File: config.mk
export PLATFORM = sky130hd
export DESIGN_NAME = mc_pwr_ctrl
export DESIGN_NICKNAME = d
export VERILOG_FILES = /design/src/rtl/mc_pwr_pkg.sv /design/src/rtl/mc_pwr_rst_sync.sv /design/src/rtl/mc_pwr_swreq.sv /design/src/rtl/mc_pwr_fsm.sv /design/src/rtl/mc_pwr_hshk.sv /design/src/rtl/mc_pwr_ctrl.sv
export SDC_FILE = /design/constraint.sdc
export NUM_CORES = 1
export LEC_CHECK = 0
export BUFFER_PORTS_ARGS = -buffer_cell sky130_fd_sc_hd__buf_2
export CAP_MARGIN = 20
export CORE_AREA = 2 2 39 41
export DETAILED_ROUTE_END_ITERATION = 12
export DIE_AREA = 0 0 41 43
export SYNTH_ARGS = -nofsm -noshare
export SYNTH_HDL_FRONTEND = slang
export SYNTH_SLANG_ARGS = --single-unit
File: constraint.sdc
create_clock -name clk -period 0.8 [get_ports clk]
set_clock_uncertainty 0.15 [all_clocks]
set_input_delay 0.08 -clock clk [delete_from_list [all_inputs] [get_ports clk]]
set_output_delay 0.08 -clock clk [all_outputs]
set_load 0.02 [all_outputs]
File: src/rtl/mc_pwr_pkg.sv
package mc_pwr_pkg;
  typedef enum logic [1:0] {
    ST_READY  = 2'd0,
    ST_LOWPWR = 2'd1,
    ST_RESET  = 2'd2
  } pwr_state_e;
endpackage

File: src/rtl/mc_pwr_rst_sync.sv
module mc_pwr_rst_sync #(
  parameter int STAGES = 2
) (
  input  logic clk,
  input  logic rst_n,
  output logic rst_n_sync
);
  logic [STAGES-1:0] chain_q;

  always_ff @(posedge clk or negedge rst_n) begin
    if (!rst_n) chain_q <= '0;
    else        chain_q <= {chain_q[STAGES-2:0], 1'b1};
  end

  assign rst_n_sync = chain_q[STAGES-1];
endmodule

File: src/rtl/mc_pwr_swreq.sv
module mc_pwr_swreq (
  input  logic clk,
  input  logic rst_n,
  input  logic lp_set,
  input  logic lp_clr,
  output logic sw_flag
);
  logic flag_q;
  logic flag_d;
  logic flag_en;

  // clear dominates set
  assign flag_en = lp_set | lp_clr;
  assign flag_d  = ~lp_clr;

  always_ff @(posedge clk or negedge rst_n) begin
    if (!rst_n)       flag_q <= 1'b0;
    else if (flag_en) flag_q <= flag_d;
  end

  assign sw_flag = flag_q;
endmodule

File: src/rtl/mc_pwr_fsm.sv
module mc_pwr_fsm
  import mc_pwr_pkg::*;
(
  input  logic       clk,
  input  logic       rst_n,
  input  logic       lp_want,
  input  logic       all_idle,
  output pwr_state_e state,
  output pwr_state_e state_nxt
);
  pwr_state_e state_q;
  pwr_state_e state_d;

  always_comb begin
    state_d = state_q;
    unique case (state_q)
      ST_RESET:  state_d = ST_READY;
      ST_READY:  if (lp_want && all_idle) state_d = ST_LOWPWR;
      ST_LOWPWR: if (!lp_want)            state_d = ST_READY;
      default:   state_d = ST_RESET;
    endcase
  end

  always_ff @(posedge clk or negedge rst_n) begin
    if (!rst_n) state_q <= ST_RESET;
    else        state_q <= state_d;
  end

  assign state     = state_q;
  assign state_nxt = state_d;
endmodule

File: src/rtl/mc_pwr_hshk.sv
module mc_pwr_hshk
  import mc_pwr_pkg::*;
(
  input  logic       clk,
  input  logic       rst_n,
  input  logic       clk_req,
  input  pwr_state_e state,
  input  pwr_state_e state_nxt,
  output logic       clk_ack,
  output logic       clk_active
);
  logic ack_q;
  logic ack_d;
  logic ack_en;

  // ack rises with the request; falls only on the edge the request is granted
  assign ack_en = clk_req | (state_nxt == ST_LOWPWR);
  assign ack_d  = clk_req;

  always_ff @(posedge clk or negedge rst_n) begin
    if (!rst_n)      ack_q <= 1'b1;
    else if (ack_en) ack_q <= ack_d;
  end

  assign clk_ack    = ack_q;
  assign clk_active = (state != ST_LOWPWR);
endmodule

File: src/rtl/mc_pwr_ctrl.sv
module mc_pwr_ctrl
  import mc_pwr_pkg::*;
#(
  parameter int N_FIFO    = 3,
  parameter int N_MIF     = 2,
  parameter int RST_SYNCS = 2
) (
  input  logic              clk,
  input  logic              rst_n,
  input  logic              lp_set,
  input  logic              lp_clr,
  input  logic              clk_req,
  input  logic [N_FIFO-1:0] fifo_empty,
  input  logic [N_MIF-1:0]  mif_idle,
  output logic              clk_ack,
  output logic              clk_active,
  output logic              xfer_accept,
  output logic [1:0]        state_code
);
  logic       rst_n_s;
  logic       sw_flag;
  logic       lp_want;
  logic       all_idle;
  pwr_state_e state;
  pwr_state_e state_nxt;

  mc_pwr_rst_sync #(.STAGES(RST_SYNCS)) u_rst (
    .clk        (clk),
    .rst_n      (rst_n),
    .rst_n_sync (rst_n_s)
  );

  mc_pwr_swreq u_sw (
    .clk     (clk),
    .rst_n   (rst_n_s),
    .lp_set  (lp_set),
    .lp_clr  (lp_clr),
    .sw_flag (sw_flag)
  );

  assign lp_want  = sw_flag | ~clk_req;
  assign all_idle = (&fifo_empty) & (&mif_idle);

  mc_pwr_fsm u_fsm (
    .clk       (clk),
    .rst_n     (rst_n_s),
    .lp_want   (lp_want),
    .all_idle  (all_idle),
    .state     (state),
    .state_nxt (state_nxt)
  );

  mc_pwr_hshk u_hs (
    .clk        (clk),
    .rst_n      (rst_n_s),
    .clk_req    (clk_req),
    .state      (state),
    .state_nxt  (state_nxt),
    .clk_ack    (clk_ack),
    .clk_active (clk_active)
  );

  assign xfer_accept = (state == ST_READY);
  assign state_code  = state;
endmodule

## After elaboration in Yosys (flattened, before gate mapping)

Index checks and enable logic that the tools add are counted.

| storage, ports and cells | value |
|---|---|
| bits of input ports | 10 |
| output and inout port bits | 5 |
| bits in registers | 6 |
| word-level logic and storage cells | 21 |

| cells by class | value |
|---|---|
| bitwise logic cells | 6 |
| reduce and logical (&&, ||, !) cells | 4 |
| muxes and demuxes | 3 |
| equality and inequality tests | 4 |

Operators with widths:

| cell | count |
|---|---|
| case mux 2 bit (3 select lines) | 1 |
| equality test 2 x 1 -> 1 bit (second input constant) | 2 |
| 2-to-1 mux 2 bit | 2 |
| OR 1 bit | 3 |
| AND reduction 3 bit | 1 |
| equality test 2 bit (second input constant) | 1 |
| logical NOT 2 bit | 1 |
| inequality test 2 x 1 -> 1 bit (second input constant) | 1 |
| inverter 1 bit | 2 |
| AND reduction 2 bit | 1 |
| AND 1 bit | 1 |
| logical AND 1 bit | 1 |

## Logic depth before layout (Yosys ltp)

Gate-level depths: netlist of run 1.

| depth | value |
|---|---|
| depth after elaboration | 7 |
| depth in mapped cells | 2 |
| depth with buffers taken out | 2 |

## By module

From an unflattened synthesis of run 1, not the netlist that was laid out.

| unflattened totals | value |
|---|---|
| cell total of the unflattened synthesis | 19 |
| area total of the unflattened synthesis | 232.7 um2 |

Modules (own cells, without submodules):

| module | cells each | area an instance (um2) | instances | sequential area each (um2) |
|---|---|---|---|---|
| mc_pwr_fsm | 5 | 75.1 | 1 | 51.3 |
| mc_pwr_rst_sync | 3 | 53.8 | 1 | 50.0 |
| mc_pwr_hshk | 4 | 46.3 | 1 | 26.3 |
| mc_pwr_swreq | 2 | 35.0 | 1 | 25.0 |
| mc_pwr_ctrl | 5 | 22.5 | 1 | 0.0 |

## Least setup slack after synthesis of run 1

OpenSTA, ideal clock, no wires.

| timing | value |
|---|---|
| path type | reg2reg |
| start | register u_fsm.state_q[1], in the netlist u_fsm.state[1] |
| end | register u_hs.ack_q, in the netlist u_hs.clk_ack |
| setup time | 0.089 ns |
| period minus slack after synthesis | 1.145 ns |
| stages on the path, launching flop included | 3 |
| arrival time | 0.905 ns |
| path buffers | 0 |
| slack | -0.345 ns |
| required time | 0.561 ns |
| cells stage by stage | dfstp_2 -> nor4bb_1 -> a211oi_1 |

| between the ends | value |
|---|---|
| word-level cells in the longest chain between the ends | 4 |
| elaborated cells on any way between the ends | 8 |
| those cells by class | eq/ne: 3; mux: 3; bitwise: 1; reduce/logical: 1 |

Ends and longest elaborated chain:

| item | RTL line | source |
|---|---|---|
| from (decl) | mc_pwr_fsm.sv:11 | `pwr_state_e state_q;` |
| from (signal assigned) | mc_pwr_fsm.sv:26 | `else state_q <= state_d;` |
| equality test 2 x 1 -> 1 bit, or another cell as far along | mc_pwr_fsm.sv:16 | `unique case (state_q)` |
| case mux 2 bit (3 select lines) * | mc_pwr_fsm.sv:16 |  |
| equality test 2 x 1 -> 1 bit * | mc_pwr_hshk.sv:17 | `assign ack_en = clk_req \| (state_nxt == ST_LOWPWR);` |
| OR 1 bit * | mc_pwr_hshk.sv:17 |  |
| to (signal assigned) | mc_pwr_hshk.sv:22 | `else if (ack_en) ack_q <= ack_d;` |
| to (decl) | mc_pwr_hshk.sv:12 | `logic ack_q;` |

Every way passes the cells marked *; elsewhere a longest branch is shown, timed or not.
A chain may end at the register's enable or synchronous reset.

## Final worst setup path of run 1

| timing | value |
|---|---|
| start | register u_fsm.state_q[1], in the netlist u_fsm.state[1] |
| end | output port clk_active |

| between the ends | value |
|---|---|
| word-level cells in the longest chain between the ends | 1 |

Ends and longest elaborated chain:

| item | RTL line | source |
|---|---|---|
| inequality test 2 x 1 -> 1 bit | mc_pwr_hshk.sv:26 | `assign clk_active = (state != ST_LOWPWR);` |
| to (decl) | mc_pwr_ctrl.sv:16 | `output logic clk_active,` |

Every way passes these cells.

==> impl_metrics.tcl, run 1 <==
set metrics [dict create \
    status "finished, violations left" \
    failed_checks "negative hold slack, negative setup slack" \
    timing.critical_path.from_type "flop" \
    die_height_um 43 \
    grt_pass1_vias 236 \
    rsz0062_at_grt "yes" \
    grt.busiest_layer "met2" \
    hold_viol 6 \
    cp_slowest_stage_delay_ns 0.56 \
    finalInstanceArea_um2 449 \
    top_level_ports 15 \
    critical_path_class "reg -> out" \
    numPlacedInstances 52 \
    placement.cell_area_um2 350 \
    drt_drc_violations_left 0 \
    maxClockFrequency_mhz 795 \
    r2r_slack_ns -0.40 \
    synth-seq-cells 6 \
    syn_nets 31 \
    power.leakage_nw 0.208 \
    power_mw 0.716 \
    area_taken_by_flip_flops_and_latches_um2 154 \
    cts_tree "yes" \
    worstPathArrival_ns 1.03 \
    cts.clk_slew.worst_paths_ns 0.05 \
    instances_no_fill 60 \
    effective_utilization_at_floorplan_pct 17.9 \
    design.core.area_um2 1380 \
    cts_buffers 3 \
    globalplace.congestion 0.626 \
    die_width_um 41 \
    max_capacitance_violation_total 0 \
    timing.final.crit_period_ns 1.26 \
    post-route-util_pct 32.5 \
    viasPerCell 4.02 \
    clkSinkCount 6 \
    hold_path.class "in -> reg" \
    syn-cell-area_um2 248 \
    source_of_the_worst_register_to_register_timing_path "u_fsm.state[1]" \
    worst-endpoint-required_ns 0.57 \
    holdWs_ns -0.165 \
    grtUsageMet1_pct 8.55 \
    grt_util_overall_pct 8.39 \
    timing.reg2reg.worst_path_depth 3 \
    power.density_cell_area_nw_per_um2 1590 \
    worstHoldPathCells 2 \
    cts-htree-levels 1 \
    setup-tns-final_ns -2.78 \
    antenna-diode-count 0 \
    met3_track_usage_gr_pct 3.66 \
    path_max_fanout 5 \
    cts_hold_buf 1 \
    insertion_delay_ns 0.24 \
    grt_max_degree 6 \
    die_footprint_um2 1760 \
    globalRoute.totalOverflow 0 \
    drive_gt1_share_pct 63.6 \
    worst_vdd_ir_mv 0.566 \
    cp_slowest_cell "sky130_fd_sc_hd__dfstp_2" \
    preCtsSetupSlack_ns -0.318 \
    via_count_of_the_routed_design 241 \
    worstPathCellList "or2b_1 -> buf_6" \
    dr.first_iter.drc_count 0 \
    number_of_max_slew_violations_in_the_final_report 0 \
    setup_viol_count_final 9 \
    rows 14 \
    wl_per_cell_um 9.92 \
    number_of_antenna_violations_at_the_first_check_in_global_routing 0 \
    postSynthAreaPerCell_um2 11.8 \
    reg2reg_to "u_hs.clk_ack" \
    drt_wl_total_um 595 \
    final_critical_path_setup_slack_ns -0.457 \
    port_buffers 14 \
    dp_hpwl_um 406 \
    synthesis.yosys.warnings 0 \
    synth.lib_cells_used.distinct 14 \
    use_met2_pct 11.9 \
    worst_hold_startpoint "lp_clr" \
    fraction_of_the_yosys_area_taken_by_sequential_cells_pct 61.6 \
    fillerInstances 144 \
    bufs_on_longest_clock_path 2 \
    grt_first_pass_wirelength_um 924 \
    area_growth_syn_to_layout_pct 81.3 \
    layout_worst_path_cycle_share_pct 157 \
    postSynthCellCount 21 \
    antenna_violating_nets_post_route 0 \
    critical_path.endpoint_type "primary output" \
    multiInputGateArea_um2 110 \
    worst_hold_path.endpoint "u_sw.sw_flag" \
    cts_root_buffer "sky130_fd_sc_hd__clkbuf_4" \
    detail_route.first_pass.iterations 1 \
    worst_setup_path_startpoint "u_fsm.state[1]" \
    final_nets 55 \
]
==> layer usage <==
metal  routed length (um)  share of wire, %  up-vias
met2                  280                47       15
met5                    0                 0        -
met4                    0                 0        0
li1                     -                 -      120
met1                  228                38      106
met3                   86                14        0
==> registers in the layout, indices dropped and copies added (netlist names) <==
name,count
u_fsm.state,2
u_hs.clk_ack,1
u_rst.chain_q,2
u_sw.sw_flag,1
==> cells in the final DEF, fill, tap and decap left out <==
| master | n |
|---|---|
| sky130_fd_sc_hd__dlygate4sd3_1 | 1 |
| sky130_fd_sc_hd__and3_1 | 1 |
| sky130_fd_sc_hd__conb_1 | 1 |
| sky130_fd_sc_hd__nor4bb_1 | 1 |
| sky130_fd_sc_hd__buf_2 | 10 |
| sky130_fd_sc_hd__a2111oi_4 | 1 |
| sky130_fd_sc_hd__dfrtp_1 | 3 |
| sky130_fd_sc_hd__nor3b_1 | 1 |
| sky130_fd_sc_hd__buf_4 | 4 |
| sky130_fd_sc_hd__buf_6 | 4 |
| sky130_fd_sc_hd__dfrtp_2 | 1 |
| sky130_fd_sc_hd__or2b_1 | 1 |
| sky130_fd_sc_hd__dfstp_2 | 2 |
| sky130_fd_sc_hd__clkbuf_1 | 1 |
| sky130_fd_sc_hd__a21oi_2 | 1 |
| sky130_fd_sc_hd__a211oi_1 | 1 |
| sky130_fd_sc_hd__nor2_2 | 1 |
| sky130_fd_sc_hd__and2_2 | 1 |
| sky130_fd_sc_hd__nor2_1 | 3 |
| sky130_fd_sc_hd__clkbuf_4 | 3 |
| sky130_fd_sc_hd__a31oi_1 | 1 |
| sky130_fd_sc_hd__inv_1 | 1 |
==> final cells by class <==
type / count / share of cell area [%]
clock buffer: 4 / 5.85
inverter: 1 / 0.836
multi-input combinational: 14 / 24.5
sequential: 6 / 34.3
tap: 16 / 4.46
timing repair buffer: 19 / 30.1
==> cells by family (layout without fill, tap and decap cells) <==
| group | after synthesis | after routing | synth area share, % |
|---|---|---|---|
| DFF | 6 | 6 | 61.6 |
| AOI/OAI and AO/OA | 4 | 4 | 13.6 |
| other | 1 | 1 | 1.51 |
| buffers and inverters | 1 | 24 | 1.51 |
| and+or+nand+nor | 9 | 9 | 21.7 |
==> worst max-delay path, delay by kind of cell, from the launching register on <==
kind	cells	cell delay, ns
DFF	1	0.56
buffers and inverters	1	0.11
and+or+nand+nor	1	0.12
==> synth_stat cells (all sizes together) <==
cell	n	share of area, %
nor4bb	1	4.0
a31oi	1	2.5
and3	1	2.5
inv	1	1.5
a211oi	1	3.0
a2111oi	1	6.1
dfstp	2	21
dfrtp	4	40
nor3b	1	3.0
nor2	4	6.1
and2	1	3.0
conb	1	1.5
or2b	1	3.0
a21oi	1	2.0
==> repair_timing <==
item                       4_1_cts  5_1_grt
pin swaps                        2        0
cloned                           0        0
setup endpoints to repair        9        9
gates resized for setup          5        5
setup buffers                    2        1
hold endpoints to repair         7        6
==> worst max path at each step <==
| stage | endpoint | depth (start not counted) | slack (ns) |
|---|---|---|---|
| 2_1_floorplan | u_hs.clk_ack | 2 | -0.31 |
| 3_3_place_gp | u_hs.clk_ack | 2 | -0.25 |
| 3_5_place_dp | u_hs.clk_ack | 2 | -0.32 |
| 4_1_cts | clk_active | 2 | -0.49 |
| 5_1_grt | clk_active | 2 | -0.50 |
| 6_report | clk_active | 2 | -0.46 |
==> report_power, final <==
part | internal (mW) | switching (mW)
clock network | 0.189 | 0.113
registers | 0.318 | 0.00988
logic | 0.0474 | 0.0377
No activity file was read; power rests on OpenSTA's default activity.
==> inputs of run 2 (changes only) <==
- clock period: 0.8 -> 1.31 ns (I/O delays scaled with it)
==> impl_metrics.tcl, run 2 (synthesized netlist as in run 1, its figures left out) <==
set metrics [dict create \
    status "completed" \
    wl_per_cell_um 7.98 \
    detailroute.wirelength.met3_um 52 \
    max_capacitance_violation_total 0 \
    port_buffers 14 \
    timing.critical_path.from_type "flop" \
    design.core.area_um2 1380 \
    multiInputGateArea_um2 91.3 \
    hold_path.class "in -> reg" \
    grt_max_degree 5 \
    p_clk_share_pct 41.7 \
    drive_gt1_share_pct 50.0 \
    top_level_ports 15 \
    cts_buffers 3 \
    drt_drc_violations_left 0 \
    worst_vdd_ir_mv 0.740 \
    via_count_of_the_routed_design 238 \
    number_of_antenna_violations_at_the_first_check_in_global_routing 0 \
    critical_path.endpoint_type "primary output" \
    dr_wl_met2_um 203 \
    area_growth_syn_to_layout_pct 75.8 \
    dr.first_iter.drc_count 1 \
    detail_route.first_pass.iterations 2 \
    worstPathCellList "or2b_1 -> buf_6" \
    power.leakage_nw 0.208 \
    r2r_slack_ns 0.11 \
    worst_hold_startpoint "fifo_empty[1]" \
    worstPathArrival_ns 0.99 \
    antenna_violating_nets_post_route 0 \
    combinationalPowerShare_pct 11.7 \
    rsz0062_at_grt "yes" \
    grt_util_overall_pct 7.10 \
    cts_root_buffer "sky130_fd_sc_hd__clkbuf_4" \
    critical-path-top-delay-family "flip-flops" \
    internal_power_mw 0.338 \
    critical_path_class "reg -> out" \
    insertion_delay_ns 0.24 \
    grt_pass1_vias 234 \
    globalplace.congestion 0.563 \
    hold_viol 0 \
    bufs_on_longest_clock_path 2 \
    area_taken_by_flip_flops_and_latches_um2 153 \
    finalInstanceArea_um2 435 \
    worst_setup_path_startpoint "u_fsm.state[1]" \
    most-common-layout-cells "13 x sky130_fd_sc_hd__buf_2, 5 x sky130_fd_sc_hd__dlygate4sd3_1, 4 x sky130_fd_sc_hd__nor2_1, 4 x sky130_fd_sc_hd__dfrtp_1, 3 x sky130_fd_sc_hd__clkbuf_4" \
    power_mw 0.426 \
    maxClockFrequency_mhz 789 \
    timing.final.crit_period_ns 1.27 \
    die_height_um 43 \
    dp_hpwl_um 353 \
    cts-htree-levels 1 \
    mostFrequentLayoutCell "sky130_fd_sc_hd__buf_2" \
    placement.cell_area_um2 338 \
    final_nets 57 \
    drt_wl_total_um 495 \
    rows 14 \
    viasPerCell 3.84 \
    worst-endpoint-required_ns 1.03 \
    cts.clk_slew.worst_paths_ns 0.04 \
    clkSinkCount 6 \
    p_sw_mw 0.0872 \
    top_layer_used "met3" \
    source_of_the_worst_register_to_register_timing_path "u_fsm.state[1]" \
    pwr-share-seq_pct 46.7 \
    effective_utilization_at_floorplan_pct 17.9 \
    critical_path_buf_inv_count 1 \
    sw_share_pct 20.5 \
    globalRoute.totalOverflow 0 \
    fillerInstances 143 \
    number_of_max_slew_violations_in_the_final_report 0 \
    setup_viol_count_final 0 \
    grt_first_pass_wirelength_um 814 \
    cts_tree "yes" \
    path_max_fanout 4 \
    route.layer.met1.wl_um 239 \
    cp_slowest_stage_delay_ns 0.53 \
    power.density_cell_area_nw_per_um2 977 \
    antenna-diode-count 0 \
    cp_slowest_cell "sky130_fd_sc_hd__dfstp_2" \
    die_width_um 41 \
    layout_worst_path_cycle_share_pct 96.8 \
    holdWs_ns 0.0405 \
    die_footprint_um2 1760 \
]
[run 2: cell types whose count changed in the layout (fill, tap and decap cells not counted)]
| cell | delta |
|---|---|
| sky130_fd_sc_hd__dfrtp_2 | -1 |
| sky130_fd_sc_hd__a2111oi_4 | -1 |
| sky130_fd_sc_hd__a21oi_1 | +1 |
| sky130_fd_sc_hd__a21oi_2 | -1 |
| sky130_fd_sc_hd__a2111oi_2 | +1 |
| sky130_fd_sc_hd__dfrtp_1 | +1 |
| sky130_fd_sc_hd__buf_6 | -3 |
| sky130_fd_sc_hd__dlygate4sd3_1 | +4 |
| sky130_fd_sc_hd__buf_4 | -2 |
| sky130_fd_sc_hd__nor2_2 | -1 |
| sky130_fd_sc_hd__buf_2 | +3 |
| sky130_fd_sc_hd__nor2_1 | +1 |
[run 2: repair_timing]
action	CTS	global route
gates resized for setup	0	2
hold buffers	5	0
setup endpoints to repair	2	1
hold endpoints to repair	6	0
setup buffers	2	0
[run 2: final cells by class]
| type | count | share of cell area, % |
|---|---|---|
| sequential | 6 | 35.1 |
| timing repair buffer | 21 | 32.5 |
| multi-input combinational | 14 | 21.0 |
| clock buffer | 4 | 6.03 |
| tap | 16 | 4.60 |
| inverter | 1 | 0.862 |
[run 2: metrics by stage]
stage	TNS, ns	std cells	utilization [%]	setup slack, ns
after global routing	-0.00618	62	31.5	-0.00618
after floorplan	0	21	-	0.165
after detailed placement	0	51	24.4	0.186
after global placement	0	51	24.4	0.188
after CTS	0	62	31.0	0.0135
final	0	62	31.5	0.0421
[run 2: routing by layer]
layer,vias to the layer above,GRT usage [%]
li1,124,-
met1,101,7.97
met2,13,10.6
met3,0,6.28
met4,0,0
met5,-,0
[run 2: final timing paths]
kind	end	depth (start not counted)
max reg2reg	u_hs.clk_ack	3
max in group asynchronous	u_fsm.state[0]	1
min reg2reg	u_fsm.state[1]	0
max	clk_active	2
min	u_hs.clk_ack	3
min in group asynchronous	u_rst.chain_q[1]	2
[run 2: worst min-delay path: stages]
cell and delay (ns):
sky130_fd_sc_hd__buf_2 0.08, sky130_fd_sc_hd__and3_1 0.14, sky130_fd_sc_hd__a211oi_1 0.07
[run 2: power by group through the flow]
stage / Sequential (mW) / Combinational [mW] / Clock, mW
floorplan: 0.204 / 0.0125 / 0
global placement: 0.202 / 0.0353 / 0
detailed placement: 0.203 / 0.0354 / 0
CTS: 0.199 / 0.0490 / 0.186
global route: 0.199 / 0.0554 / 0.205
finish: 0.199 / 0.0497 / 0.177
==> inputs of run 3 (changes only) <==
- SKIP_LAST_GASP: default -> 1
- clock period: 1.31 -> 1.1 ns (I/O delays scaled with it)
==> impl_metrics.tcl, run 3 (synthesized netlist as in run 1, its figures left out) <==
set metrics [dict create \
    status "finished, violations left" \
    failed_checks "negative hold slack, negative setup slack" \
    worst_vdd_ir_mv 0.795 \
    worstHoldPathCells 2 \
    hold_viol 1 \
    cts_hold_buf 4 \
    critical_path_buf_inv_count 2 \
    setup_viol_count_final 6 \
    port_buffers 14 \
    grt_pass1_vias 232 \
    drt_wl_total_um 616 \
    power.leakage_nw 0.222 \
    number_of_antenna_violations_at_the_first_check_in_global_routing 0 \
    die_footprint_um2 1760 \
    effective_utilization_at_floorplan_pct 17.9 \
    dp_hpwl_um 403 \
    numPlacedInstances 52 \
    timing.final.crit_period_ns 1.29 \
    rows 14 \
    via_count_of_the_routed_design 249 \
    timing.critical_path.from_type "flop" \
    die_width_um 41 \
    worstPathCellList "buf_4 -> buf_6 -> nor4bb_2 -> a211oi_2" \
    rsz0062_at_grt "yes" \
    antenna_violating_nets_post_route 0 \
    hold_path.class "in -> reg" \
    worst-endpoint-required_ns 1.11 \
    drive_gt1_share_pct 59.6 \
    route.layer.met1.wl_um 221 \
    cts_root_buffer "sky130_fd_sc_hd__clkbuf_4" \
    wl_per_cell_um 9.78 \
    drt_drc_violations_left 0 \
    bufs_on_longest_clock_path 2 \
    cp.depth 4 \
    fillerInstances 151 \
    top_level_ports 15 \
    viasPerCell 3.95 \
    worstPathArrival_ns 1.30 \
    cts_buffers 3 \
    detail_route.first_pass.iterations 2 \
    area_taken_by_flip_flops_and_latches_um2 154 \
    dr_wl_met2_um 361 \
    clkSinkCount 6 \
    grt_max_degree 6 \
    final_critical_path_setup_slack_ns -0.195 \
    cp_slowest_cell "sky130_fd_sc_hd__dfstp_2" \
    most-common-layout-cells "10 x sky130_fd_sc_hd__buf_2, 5 x sky130_fd_sc_hd__buf_6, 4 x sky130_fd_sc_hd__nor2_1, 4 x sky130_fd_sc_hd__dlygate4sd3_1" \
    final_nets 58 \
    path_max_fanout 4 \
    layout_worst_path_cycle_share_pct 118 \
    holdWs_ns -0.0107 \
    max_capacitance_violation_total 0 \
    cts_tree "yes" \
    critical_path.endpoint_type "flop" \
    post-route-util_pct 35.3 \
    critical_path_class "reg -> reg" \
    cts.clk_slew.worst_paths_ns 0.04 \
    power.density_cell_area_nw_per_um2 1070 \
    detailroute.wirelength.met3_um 34 \
    cts-htree-levels 1 \
    number_of_max_slew_violations_in_the_final_report 0 \
    die_height_um 43 \
    antenna-diode-count 0 \
    design.core.area_um2 1380 \
    instances_no_fill 63 \
    grt_util_overall_pct 8.08 \
    setup-tns-final_ns -0.685 \
    globalRoute.totalOverflow 0 \
    top_layer_used "met3" \
    maxClockFrequency_mhz 772 \
    critical-path-top-delay-family "flip-flops" \
    mostFrequentLayoutCell "sky130_fd_sc_hd__buf_2" \
    cp_slowest_stage_delay_ns 0.37 \
    globalplace.congestion 0.646 \
    timing.reg2reg.worst_path_depth 4 \
    area_growth_syn_to_layout_pct 97.0 \
    grt_first_pass_wirelength_um 903 \
    multiInputGateArea_um2 115 \
    power_mw 0.523 \
    insertion_delay_ns 0.24 \
    dr.first_iter.drc_count 1 \
]
run 3: changes by cell type in the layout (fill, tap and decap cells not counted), sizes merged:
cell	delta
buf	+2
dlygate4sd3	-1
run 3: worst register-to-register path, cell delays in order, from the launching register on:
cell	delay, ns
sky130_fd_sc_hd__dfstp_2	0.37
sky130_fd_sc_hd__buf_4	0.14
sky130_fd_sc_hd__buf_6	0.11
sky130_fd_sc_hd__nor4bb_2	0.34
sky130_fd_sc_hd__a211oi_2	0.11
run 3: path summary, 6_finish.rpt:
kind                       slack, ns              from          endpoint
max                            -0.19    u_fsm.state[1]      u_hs.clk_ack
min                            -0.01           clk_req    u_fsm.state[0]
max reg2reg                    -0.19    u_fsm.state[1]      u_hs.clk_ack
min reg2reg                     0.09  u_rst.chain_q[1]    u_fsm.state[1]
max in group asynchronous       0.15  u_rst.chain_q[1]    u_fsm.state[0]
min in group asynchronous       0.03             rst_n  u_rst.chain_q[0]
run 3: timing repair:
| action | in CTS | in global routing |
|---|---|---|
| hold endpoints to repair | 6 | 1 |
| gates cloned | 0 | 0 |
| endpoints found under the setup margin | 5 | 7 |
| gates resized for setup | 4 | 8 |
| pin swaps | 0 | 2 |
| setup buffers | 2 | 1 |
run 3: routing by layer:
metal / vias to the layer above / track usage, %
li1: 124 / -
met3: 0 / 6.28
met5: - / 0
met1: 117 / 8.20
met4: 0 / 2.00
met2: 8 / 12.5
run 3: layout make-up:
class | instances | area share (%)
clock buffers | 4 | 5.38
inverters | 1 | 0.769
multi-input cells | 14 | 23.6
flip-flops and latches | 6 | 31.5
well taps | 16 | 4.10
repair buffers | 22 | 34.6
run 3: power breakdown:
part | internal, mW | total, mW | switching (mW)
Clock | 0.138 | 0.219 | 0.0818
Sequential | 0.231 | 0.237 | 0.00544
Combinational | 0.0375 | 0.0673 | 0.0298
run 3: stage by stage:
stage          setup slack [ns]  area (um2)
2_1_floorplan           -0.0151         249
3_5_place_dp             0.0254         347
3_3_place_gp             0.0453         347
4_1_cts                  -0.183         440
6_report                 -0.195         488
5_1_grt                  -0.213         488
